File: config.mk
export PLATFORM = sky130hd
export DESIGN_NAME = timer_host_if
export DESIGN_NICKNAME = d
export VERILOG_FILES = /design/src/rtl/timer_if_pkg.sv /design/src/rtl/timer_if_ctrl.sv /design/src/rtl/timer_if_dpath.sv /design/src/rtl/timer_host_if.sv
export SDC_FILE = /design/constraint.sdc
export NUM_CORES = 1
export LEC_CHECK = 0
export ABC_AREA = 1
export BUFFER_PORTS_ARGS = -buffer_cell sky130_fd_sc_hd__buf_2
export CAP_MARGIN = 10
export CORE_ASPECT_RATIO = 1.2
export CORE_MARGIN = 2
export CORE_UTILIZATION = 63
export DETAILED_ROUTE_END_ITERATION = 16
export GPL_TIMING_DRIVEN = 0
export HOLD_SLACK_MARGIN = 0.05
export PLACE_DENSITY_LB_ADDON = 0.05
export SYNTH_ARGS = -nofsm -noshare
export SYNTH_HDL_FRONTEND = slang
export SYNTH_HIERARCHICAL = 1
export SYNTH_SLANG_ARGS = --single-unit
export TNS_END_PERCENT = 50
File: constraint.sdc
create_clock -name clk -period 4.3 [get_ports clk]
set_clock_uncertainty 0.15 [all_clocks]
set_input_delay 0.215 -clock clk [delete_from_list [all_inputs] [get_ports clk]]
set_output_delay 0.215 -clock clk [all_outputs]
set_load 0.05 [all_outputs]
File: src/rtl/timer_if_pkg.sv
package timer_if_pkg;
  localparam int NUM_CH  = 3;
  localparam int BYTE_W  = 8;
  localparam int CNT_W   = 2 * BYTE_W;
  localparam int MODE_W  = 3;
  localparam int ADDR_W  = 2;
  localparam int PORTS   = 1 << ADDR_W;

  typedef enum logic [1:0] {
    ACC_NONE = 2'd0,
    ACC_LOW  = 2'd1,
    ACC_HIGH = 2'd2,
    ACC_WORD = 2'd3
  } accMode_t;

  typedef struct packed {
    logic [NUM_CH-1:0] setMode;
    logic [NUM_CH-1:0] latchCount;
    logic [NUM_CH-1:0] latchStatus;
    logic [NUM_CH-1:0] dataWrite;
    logic [NUM_CH-1:0] dataRead;
    accMode_t          newAcc;
    logic [MODE_W-1:0] newMode;
    logic              newBcd;
    logic [BYTE_W-1:0] wrByte;
  } chanCmd_t;
endpackage

File: src/rtl/timer_if_ctrl.sv
module timer_if_ctrl
  import timer_if_pkg::*;
(
  input  logic [ADDR_W-1:0] addr,
  input  logic              wrEn,
  input  logic              rdEn,
  input  logic [BYTE_W-1:0] wrData,
  output chanCmd_t          cmd
);
  localparam logic [ADDR_W-1:0] CTRL_PORT = ADDR_W'(PORTS - 1);

  logic              isCtrl;
  logic [PORTS-1:0]  portHot;
  logic [PORTS-1:0]  selHot;
  logic              isReadBack;
  logic              isCntLatch;

  assign isCtrl     = (addr == CTRL_PORT);
  assign portHot    = PORTS'(1) << addr;
  assign selHot     = PORTS'(1) << wrData[7:6];
  assign isReadBack = (wrData[7:6] == CTRL_PORT);
  assign isCntLatch = (wrData[5:4] == ACC_NONE);

  always_comb begin
    cmd         = '0;
    cmd.newAcc  = accMode_t'(wrData[5:4]);
    cmd.newMode = wrData[3:1];
    cmd.newBcd  = wrData[0];
    cmd.wrByte  = wrData;
    if (wrEn && isCtrl) begin
      if (isReadBack) begin
        for (int i = 0; i < NUM_CH; i++) begin
          if (wrData[i+1]) begin
            cmd.latchCount[i]  = ~wrData[5];
            cmd.latchStatus[i] = ~wrData[4];
          end
        end
      end else if (isCntLatch) begin
        cmd.latchCount = selHot[NUM_CH-1:0];
      end else begin
        cmd.setMode = selHot[NUM_CH-1:0];
      end
    end
    if (wrEn && !isCtrl) cmd.dataWrite = portHot[NUM_CH-1:0];
    if (rdEn && !isCtrl) cmd.dataRead  = portHot[NUM_CH-1:0];
  end
endmodule

File: src/rtl/timer_if_dpath.sv
module timer_if_dpath
  import timer_if_pkg::*;
(
  input  logic                     clk,
  input  logic                     rstN,
  input  chanCmd_t                 cmd,
  input  logic [ADDR_W-1:0]        rdSel,
  input  logic [NUM_CH*CNT_W-1:0]  liveCount,
  input  logic [NUM_CH-1:0]        outLevel,
  output logic [BYTE_W-1:0]        rdData,
  output logic [NUM_CH-1:0]        loadStrobe,
  output logic [CNT_W-1:0]         loadValue
);
  logic [BYTE_W-1:0] chanByte [PORTS];
  logic [CNT_W-1:0]  chanLoad [NUM_CH];

  genvar g;
  generate
    for (g = 0; g < NUM_CH; g++) begin : gChan
      accMode_t          acc;
      logic [MODE_W-1:0] mode;
      logic              bcd;
      logic              rdTog;
      logic              wrTog;
      logic [BYTE_W-1:0] lowHold;
      accMode_t          cntHeld;
      logic [CNT_W-1:0]  cntVal;
      logic              statHeld;
      logic [BYTE_W-1:0] statVal;
      logic [CNT_W-1:0]  live;

      assign live = liveCount[g*CNT_W +: CNT_W];

      always_ff @(posedge clk) begin
        if (!rstN) begin
          acc           <= ACC_LOW;
          mode          <= '0;
          bcd           <= 1'b0;
          rdTog         <= 1'b0;
          wrTog         <= 1'b0;
          lowHold       <= '0;
          cntHeld       <= ACC_NONE;
          cntVal        <= '0;
          statHeld      <= 1'b0;
          statVal       <= '0;
          loadStrobe[g] <= 1'b0;
          chanLoad[g]   <= '0;
        end else begin
          loadStrobe[g] <= 1'b0;
          if (cmd.setMode[g]) begin
            acc   <= cmd.newAcc;
            mode  <= cmd.newMode;
            bcd   <= cmd.newBcd;
            rdTog <= 1'b0;
            wrTog <= 1'b0;
          end
          if (cmd.latchCount[g] && cntHeld == ACC_NONE) begin
            cntVal  <= live;
            cntHeld <= acc;
          end
          if (cmd.latchStatus[g] && !statHeld) begin
            statVal  <= {outLevel[g], 1'b0, acc, mode, bcd};
            statHeld <= 1'b1;
          end
          if (cmd.dataWrite[g]) begin
            unique case (acc)
              ACC_HIGH: begin
                chanLoad[g]   <= {cmd.wrByte, {BYTE_W{1'b0}}};
                loadStrobe[g] <= 1'b1;
              end
              ACC_WORD: begin
                if (!wrTog) begin
                  lowHold <= cmd.wrByte;
                end else begin
                  chanLoad[g]   <= {cmd.wrByte, lowHold};
                  loadStrobe[g] <= 1'b1;
                end
                wrTog <= ~wrTog;
              end
              default: begin
                chanLoad[g]   <= {{BYTE_W{1'b0}}, cmd.wrByte};
                loadStrobe[g] <= 1'b1;
              end
            endcase
          end
          if (cmd.dataRead[g]) begin
            if (statHeld)                  statHeld <= 1'b0;
            else if (cntHeld == ACC_WORD)  cntHeld  <= ACC_HIGH;
            else if (cntHeld != ACC_NONE)  cntHeld  <= ACC_NONE;
            else if (acc == ACC_WORD)      rdTog    <= ~rdTog;
          end
        end
      end

      always_comb begin
        if (statHeld)
          chanByte[g] = statVal;
        else if (cntHeld == ACC_HIGH)
          chanByte[g] = cntVal[CNT_W-1:BYTE_W];
        else if (cntHeld != ACC_NONE)
          chanByte[g] = cntVal[BYTE_W-1:0];
        else if (acc == ACC_HIGH || (acc == ACC_WORD && rdTog))
          chanByte[g] = live[CNT_W-1:BYTE_W];
        else
          chanByte[g] = live[BYTE_W-1:0];
      end
    end

    for (g = NUM_CH; g < PORTS; g++) begin : gCtrlPort
      assign chanByte[g] = '0;
    end
  endgenerate

  assign rdData = chanByte[rdSel];

  always_comb begin
    loadValue = '0;
    for (int i = 0; i < NUM_CH; i++)
      if (loadStrobe[i]) loadValue = loadValue | chanLoad[i];
  end
endmodule

File: src/rtl/timer_host_if.sv
module timer_host_if
  import timer_if_pkg::*;
(
  input  logic                     clk,
  input  logic                     rstN,
  input  logic [ADDR_W-1:0]        addr,
  input  logic                     wrEn,
  input  logic [BYTE_W-1:0]        wrData,
  input  logic                     rdEn,
  output logic [BYTE_W-1:0]        rdData,
  input  logic [NUM_CH*CNT_W-1:0]  liveCount,
  input  logic [NUM_CH-1:0]        outLevel,
  output logic [NUM_CH-1:0]        loadStrobe,
  output logic [CNT_W-1:0]         loadValue
);
  chanCmd_t cmd;

  timer_if_ctrl ctrl_i (
    .addr   (addr),
    .wrEn   (wrEn),
    .rdEn   (rdEn),
    .wrData (wrData),
    .cmd    (cmd)
  );

  timer_if_dpath dpath_i (
    .clk        (clk),
    .rstN       (rstN),
    .cmd        (cmd),
    .rdSel      (addr),
    .liveCount  (liveCount),
    .outLevel   (outLevel),
    .rdData     (rdData),
    .loadStrobe (loadStrobe),
    .loadValue  (loadValue)
  );
endmodule

Word level (Yosys, flattened, before mapping) --
Memory sizes are Yosys's and may differ from the RTL's. Index checks and enable logic that the tools add are counted.
Cells by class: order comparisons 1, equal/unequal tests 14, shift-type cells 2, muxes and demuxes 135, bitwise logic cells 20, reduce and logical (&&, ||, !) cells 35
Operator list (number):
- 16-bit two-way mux | 12
- 8-bit two-way mux | 14
- 1-bit two-way mux | 85
- 16-bit OR | 2
- 2-bit two-way mux | 15
- 2-bit equality test (second input constant) | 14
- 3-bit two-way mux | 7
- 8-bit binary-select mux with 2-bit select | 1
- 1-bit logical AND | 12
- 9-bit two-way mux | 1
- 1-bit OR | 9
- 3-bit AND reduction | 3
- 2-bit logical NOT | 4
- 1-bit inverter | 8
- 2-bit AND reduction | 3
- 2-bit nonzero test | 3
- 2-bit OR reduction | 3
- 1-bit by 2-bit << shifter with 3-bit output (first input constant) | 2
- 1-bit logical NOT | 4
- 3-bit >= comparator (second input constant) | 1
- 1-bit logical OR | 3
- 2-bit inverter with 3-bit output | 1
Word-level totals: register bits after elaboration 129, bits in writable memories 48, input bits 65, output and inout port bits 27, word-level logic and storage cells 241, memories 1
Memory list:
- dpath_i.chanLoad | depth 3, bits a word 16, rd ports 3, clocked after Yosys merged registers in 0, wr ports 3, RTL line timer_if_dpath.sv:15 | logic [CNT_W-1:0] chanLoad [NUM_CH];

Depth between registers and ports, before layout --
Gate-level depths: netlist of run 1.
depth after elaboration 10, gate-level depth with buffers 11, mapped depth without buffers 10

Cells and area by module --
The synthesis of run 1 kept the hierarchy.
By module, submodules not included:
- timer_if_dpath | instances 1, cells an instance 1032, area an instance 8000.2 um^2, seq. area each 4023.9 um^2
- timer_if_ctrl | instances 1, cells an instance 61, area an instance 311.5 um^2, seq. area each 0.0 um^2

Least setup slack after synthesis of run 1 --
Ideal clock, no wire load.
path type input-to-reg, start input addr[1], end memory dpath_i/chanLoad[0][0] (netlist bit), enable pin, library setup time 0.411 ns, data arrival time 1.758 ns, required time 3.739 ns, setup slack 1.981 ns, stages 5, path buffers 0, path through inv_1 > nand2_1 > nor2_1 > inv_1 > o21ai_0
RTL lines:
- from (decl) | RTL line timer_host_if.sv:6 | input logic [ADDR_W-1:0] addr,
- to (decl) | RTL line timer_if_dpath.sv:15

==> summary.txt, run 1 <==
Status
  – Status: completed

Detailed routing
  – Via count: 8117
  – Post-route antenna net violation count: 0
  – Starting DRC count in detailed routing: 668
  – DRC: 0
  – Final wirelength: 23800 um
  – Via density: 5.67
  – Pre-antenna DRT Iters: 5
  – WL/cell: 16.6 um

Logic synthesis
  – Syn_area_per_cell: 7.60 um^2
  – Ys flop type: dfxtp_1
  – Syn_nets: 1158
  – Post-synth EDFFs: 48
  – Number of synthesized register bits: 177
  – Yosys cell types: 41
  – Mapped Cells: 1093
  – Mapped cell area: 0.00831 mm^2
  – Post-synth ARST share: 0%
  – Ys Warns: 6
  – Register area share after synthesis: 48.4%

Pwr
  – Pwr Total: 3.71 mW
  – Sw power: 915 uW
  – Comb pwr share: 9.5%
  – Register share of total power: 47.4%
  – Sw frac: 24.7%
  – Internal: 2.80 mW
  – Pwr dens: 367 mW/mm^2
  – Maximum vdd drop: 224 uV
  – P_leak: 4.48 nW
  – Clock Power Share: 43.0%

Clock tree
  – TritonCTS clock tree: yes
  – CTS Root Cell: clkbuf_16
  – Inserted Clock Buffers: 17
  – Total clock sinks: 177
  – CTS clock-pin slew for the worst setup and hold paths: 60 ps
  – Post-CTS Setup Bufs: 0
  – Clk_lat worst skew: 420 ps
  – H-tree levels: 4
  – CTS Buffer Depth: 2

Final layout
  – Nets: 1320
  – Multi-input gate area: 0.00352 mm^2
  – Sequential cell area: 0.00402 mm^2
  – Antenna fix cells: 0
  – Fill cells: 920
  – Layout cells sized above 1: 17.0%
  – Synth-to-Final Area Change: 21.7%

Setup path
  – Cell Chain, Critical Path: dlygate4sd3_1 -> buf_2 -> buf_2 -> clkbuf_1 -> nand3_1
  – Crit path arrival time: 2520 ps
  – CP Class: primary input to flop
  – Worst setup path start: rstN
  – Crit. End Element: flop
  – Startpoint Class: primary input
  – Critical path required time: 4090 ps
  – Slowest cell on crit path: nand3_1
  – Reg2Reg Launch Point: dpath_i/gChan[2].acc[0]
  – CP most frequent cell: buf_2
  – Maximum single-stage delay on the critical path: 780 ps
  – Critical Path Fanout Max: 16

Placement
  – Buffers on Ports: 90
  – Gpl congestion: 0.935
  – Setup slack at placement: 1790 ps
  – Dpl hpwl: 15800 um

Timing
  – Final min period: 2730 ps
  – Setup TNS: 0 ps
  – Hold Vio Cnt, Final: 0
  – Max-slew headroom: 35.2%
  – Slew Limit Fails: 0
  – Tcrit/Tclk final: 63.5%
  – RSZ-0062 raised after global routing: false
  – Fmax: 0.366 GHz
  – Hold Slack: 76.4 ps
  – Final setup margin: 1570 ps
  – Worst slew pin tran: 971 ps
  – Setup-failing EPs final: 0

Min path
  – Hold path start: wrData[1]
  – Hold Path Class: primary input to flop

Global routing
  – Pin count of the biggest net entering global routing: 17
  – Via count of the first global-routing pass: 7593
  – Initial antenna violation count: 0
  – GRT overflow: 0
  – Global router's overall resource usage: 34.5%
  – First-pass GRT wire length: 37400 um

Floorplanning
  – Starting Density: 65.0%
  – Core footprint: 0.0128 mm^2
  – Die height: 130 um
  – DIE AREA: 0.0141 mm^2
  – Row cnt: 45
  – Chip Width: 109 um
  – Top Ports: 92

Flow run
  – Total of max-cap violations: 0
-- state kept, by name (all words and copies together), names as in the netlist --
register,count
dpath_i/gChan.statHeld,3
dpath_i/gChan.lowHold,24
dpath_i/gChan.acc,6
dpath_i/gChan.wrTog,3
dpath_i/gChan.statVal,21
dpath_i/gChan.mode,9
dpath_i/gChan.cntVal,48
dpath_i/gChan.rdTog,3
dpath_i/chanLoad,48
dpath_i/loadStrobe,3
dpath_i/gChan.bcd,3
dpath_i/gChan.cntHeld,6
-- path summary, 6_finish.rpt --
| path | to | cells after the start | slack [ps] |
|---|---|---|---|
| setup / recovery | dpath_i/chanLoad[2][13] | 5 | 1570 |
| hold / removal | dpath_i/gChan[2].mode[0] | 4 | 80 |
| setup reg to reg | dpath_i/chanLoad[2][13] | 3 | 1900 |
| hold reg to reg | dpath_i/gChan[0].lowHold[2] | 2 | 310 |
-- metal layers --
metal  GRT usage [%]  vias to the layer above  part of all wire (%)
li1                -                     3903                     -
met1            41.4                     3702                    39
met2            60.6                      426                    49
met3            4.65                       86                   6.5
met4            17.2                        0                   4.7
met5               0                        -                     0
-- worst max-delay path: cells and delay by family --
family / cells / cell delay, ps
buffers and inverters: 4 / 1510
and+or+nand+nor: 1 / 780
-- placed cells by master (no fill, tap or decap), drive strengths merged, types with 2 or more instances in the layout --
cell type,instances
or2,5
o22ai,28
o21bai,2
nand3,55
inv,112
nand2,219
nor2,199
dfxtp,129
buf,125
a21o,4
clkinv,8
clkinvlp,2
dlygate4sd3,53
bufinv,3
o211ai,5
o21ai,135
a21oi,84
o21a,6
nand4,3
edfxtp,48
clkbuf,38
-- per-stage QoR --
step | instance area [um^2] | utilization [%] | cells
5_1_grt | 10100 | 79.1 | 1432
3_5_place_dp | 8970 | 70.2 | 1347
6_report | 10100 | 79.1 | 1432
3_3_place_gp | 8970 | 70.2 | 1347
4_1_cts | 10100 | 79.1 | 1432
2_1_floorplan | 8310 | - | 1093
-- power by group through the flow --
stage / Combinational, mW / Clock [mW] / Sequential (mW)
2_1_floorplan: 0.194 / 0 / 1.80
3_3_place_gp: 0.301 / 0 / 1.80
3_5_place_dp: 0.305 / 0 / 1.80
4_1_cts: 0.343 / 1.61 / 1.76
5_1_grt: 0.379 / 1.67 / 1.76
6_report: 0.354 / 1.60 / 1.76
-- what timing repair did --
| item | in CTS | in global routing |
|---|---|---|
| hold buffers | 53 | 0 |
| hold endpoints to repair | 57 | 0 |
| resized for setup | 0 | 0 |
-- cell families after synthesis --
family                 Yosys count  synth area share, %
and+or+nand+nor                482                 24.2
AOI/OAI and AO/OA              268                 18.0
DFF                            177                 48.4
buffers and inverters          166                 9.36
-- cells in the mapped netlist, types with 19 or more instances --
cell type / number / area share [%]
a21oi_1: 71 / 4.3
nand2_1: 205 / 9.3
clkbuf_1: 20 / 0.90
nor2_1: 190 / 8.6
buf_4: 19 / 1.7
nand3_1: 54 / 3.3
o22ai_1: 28 / 2.1
o21ai_1: 29 / 1.7
edfxtp_1: 48 / 17
o21ai_0: 105 / 6.3
dfxtp_1: 129 / 31
inv_1: 94 / 4.2
-- cell type report --
cell class	instances	share of cell area (%)
Tap cell	164	2.03
Clock inverter	14	1.77
Sequential cell	177	39.8
Clock buffer	18	4.24
Inverter	111	4.19
Timing Repair Buffer	143	9.70
Buffer	55	3.50
Multi-Input combinational cell	750	34.8
Note: power is estimated with default switching activity, not from simulation.
==> inputs of run 2 (changes only) <==
CORE_UTILIZATION = 53   (was 63)
clock period = 2.4 ns   (was 4.3 ns; I/O delays follow)
==> run 2 against run 1 <==
Core utilization shrank 12 points. Register-to-register slack got worse by 1600 ps. Critical path depth increased by 3. Non-clock buffer count is 15 higher. First-iteration DRC count is 9.4% lower. Flip-flop and latch count unchanged. Worst hold slack better by 29 ps. Final cell count grew 4.1%. Critical endpoint is now rdData[2]. Highest routed layer unchanged.
==> summary.txt, run 2 (synthesis results as in run 1) <==
Global routing
  – Global router's overall resource usage: 29.4%
  – First-pass GRT wire length: 38100 um
  – Initial antenna violation count: 0
  – Pin count of the biggest net entering global routing: 17
  – Via count of the first global-routing pass: 7402
  – GRT overflow: 0

Clock tree
  – CTS Buffer Depth: 2
  – CTS clock-pin slew for the worst setup and hold paths: 60 ps
  – Clk_lat worst skew: 430 ps
  – Total clock sinks: 177
  – TritonCTS clock tree: yes
  – Post-CTS Setup Bufs: 0
  – CTS Root Cell: clkbuf_16
  – H-tree levels: 4
  – Inserted Clock Buffers: 17

Floorplanning
  – Core footprint: 0.0155 mm^2
  – Starting Density: 53.8%
  – Row cnt: 50
  – Top Ports: 92
  – Chip Width: 118 um
  – DIE AREA: 0.0167 mm^2
  – Die height: 141 um

Setup path
  – Reg2Reg Launch Point: dpath_i/gChan[2].acc[0]
  – Crit. End Element: output port
  – Worst setup path start: dpath_i/gChan[2].acc[1]
  – FF-to-FF path depth: 3
  – Critical path required time: 2130 ps
  – Critical Path Fanout Max: 8
  – Startpoint Class: flop
  – CP Class: flop to output port
  – Crit path arrival time: 2040 ps

Final layout
  – Layout cells sized above 1: 17.4%
  – Design area: 0.0104 mm^2
  – Commonest non-fill, non-tap cells in the layout: nand2_1, nor2_1, dfxtp_1
  – Biggest regs: dpath_i/chanLoad (48), dpath_i/gChan.cntVal (48), dpath_i/gChan.lowHold (24)
  – Most common cell after layout, fill and taps aside: nand2_1
  – Antenna fix cells: 0
  – Synth-to-Final Area Change: 24.7%
  – Nets: 1335

Min path
  – Hold Path Class: primary input to flop
  – Hold path start: addr[0]
  – Hold Crit Depth: 5

Pwr
  – Maximum vdd drop: 407 uV
  – P_leak: 4.58 nW
  – Pwr dens: 648 mW/mm^2

Detailed routing
  – Pre-antenna DRT Iters: 5
  – WL/cell: 16.2 um
  – Final wirelength: 24100 um
  – DRC: 0
  – Via count: 7926
  – Via density: 5.32
  – Post-route antenna net violation count: 0
  – Starting DRC count in detailed routing: 605

Timing
  – RSZ-0062 raised after global routing: false
  – Worst slew pin tran: 944 ps
  – Slew Limit Fails: 0
  – Fmax: 0.433 GHz
  – Final min period: 2310 ps
  – Max-slew headroom: 36.8%
  – Hold Vio Cnt, Final: 0
  – Setup-failing EPs final: 0
  – Hold Slack: 105 ps
  – Tcrit/Tclk final: 96.2%

Status
  – Status: completed

Flow run
  – Total of max-cap violations: 0

Placement
  – Cell area after placement: 0.00904 mm^2
  – Dpl hpwl: 16600 um
  – Buffers on Ports: 90
  – Gpl congestion: 0.873
run 2: worst paths after layout:
path                                               endpoint  slack [ps]
worst min register to register  dpath_i/gChan[1].lowHold[6]         310
worst max-delay path                              rdData[2]          90
worst max register to register       dpath_i/chanLoad[2][3]         260
worst min-delay path              dpath_i/gChan[1].statHeld         110
run 2: per-stage QoR:
stage               cells  power, mW  TNS [ps]  worst slack, ps  utilization, %
global placement     1391       3.77    -29040             -968            58.4
detailed placement   1392       3.78     -2030             -127            58.5
CTS                  1491       6.73         0             37.7            66.9
finish               1491       6.72         0             90.4            67.1
floorplan            1093       3.57         0             92.8               -
global route         1491       6.94         0             1.37            67.1
run 2: power by group:
part,total (mW),switching (mW),leakage [nW],internal [mW]
Sequential,3.15,0.0236,1.54,3.13
Clock,2.91,1.18,0.299,1.74
Combinational,0.655,0.415,2.74,0.240
run 2: worst max-delay path, cell delays in order, from the launching register on:
cell	delay, ps
dfxtp_1	470
inv_2	120
a21oi_4	290
nand2_1	90
nand3_1	80
nand2_1	90
a21o_1	170
nand2_1	50
buf_2	250
run 2: layout make-up:
cell class                 instances  area [um^2]
fill                            1433         5080
sequential                       177         4030
multi-input combinational        750         3530
timing repair buffer             158         1150
clock buffer                      17          425
inverter                         111          424
buffer                            55          360
tap                              208          260
clock inverter                    15          193
run 2: per-layer routing:
metal / wire length (um) / track usage (%) / up-vias
met5: 0 / 0 / -
met4: 777 / 12.1 / 0
met3: 1250 / 5.22 / 51
met2: 12000 / 51.5 / 280
met1: 10100 / 35.6 / 3664
li1: - / - / 3931
run 2: repair_timing:
item / 4_1_cts / 5_1_grt
pin swaps: 0 / 0
gates resized for setup: 1 / 18
setup endpoints to repair: 16 / 37
hold buffers: 67 / 0
hold endpoints to repair: 88 / 0
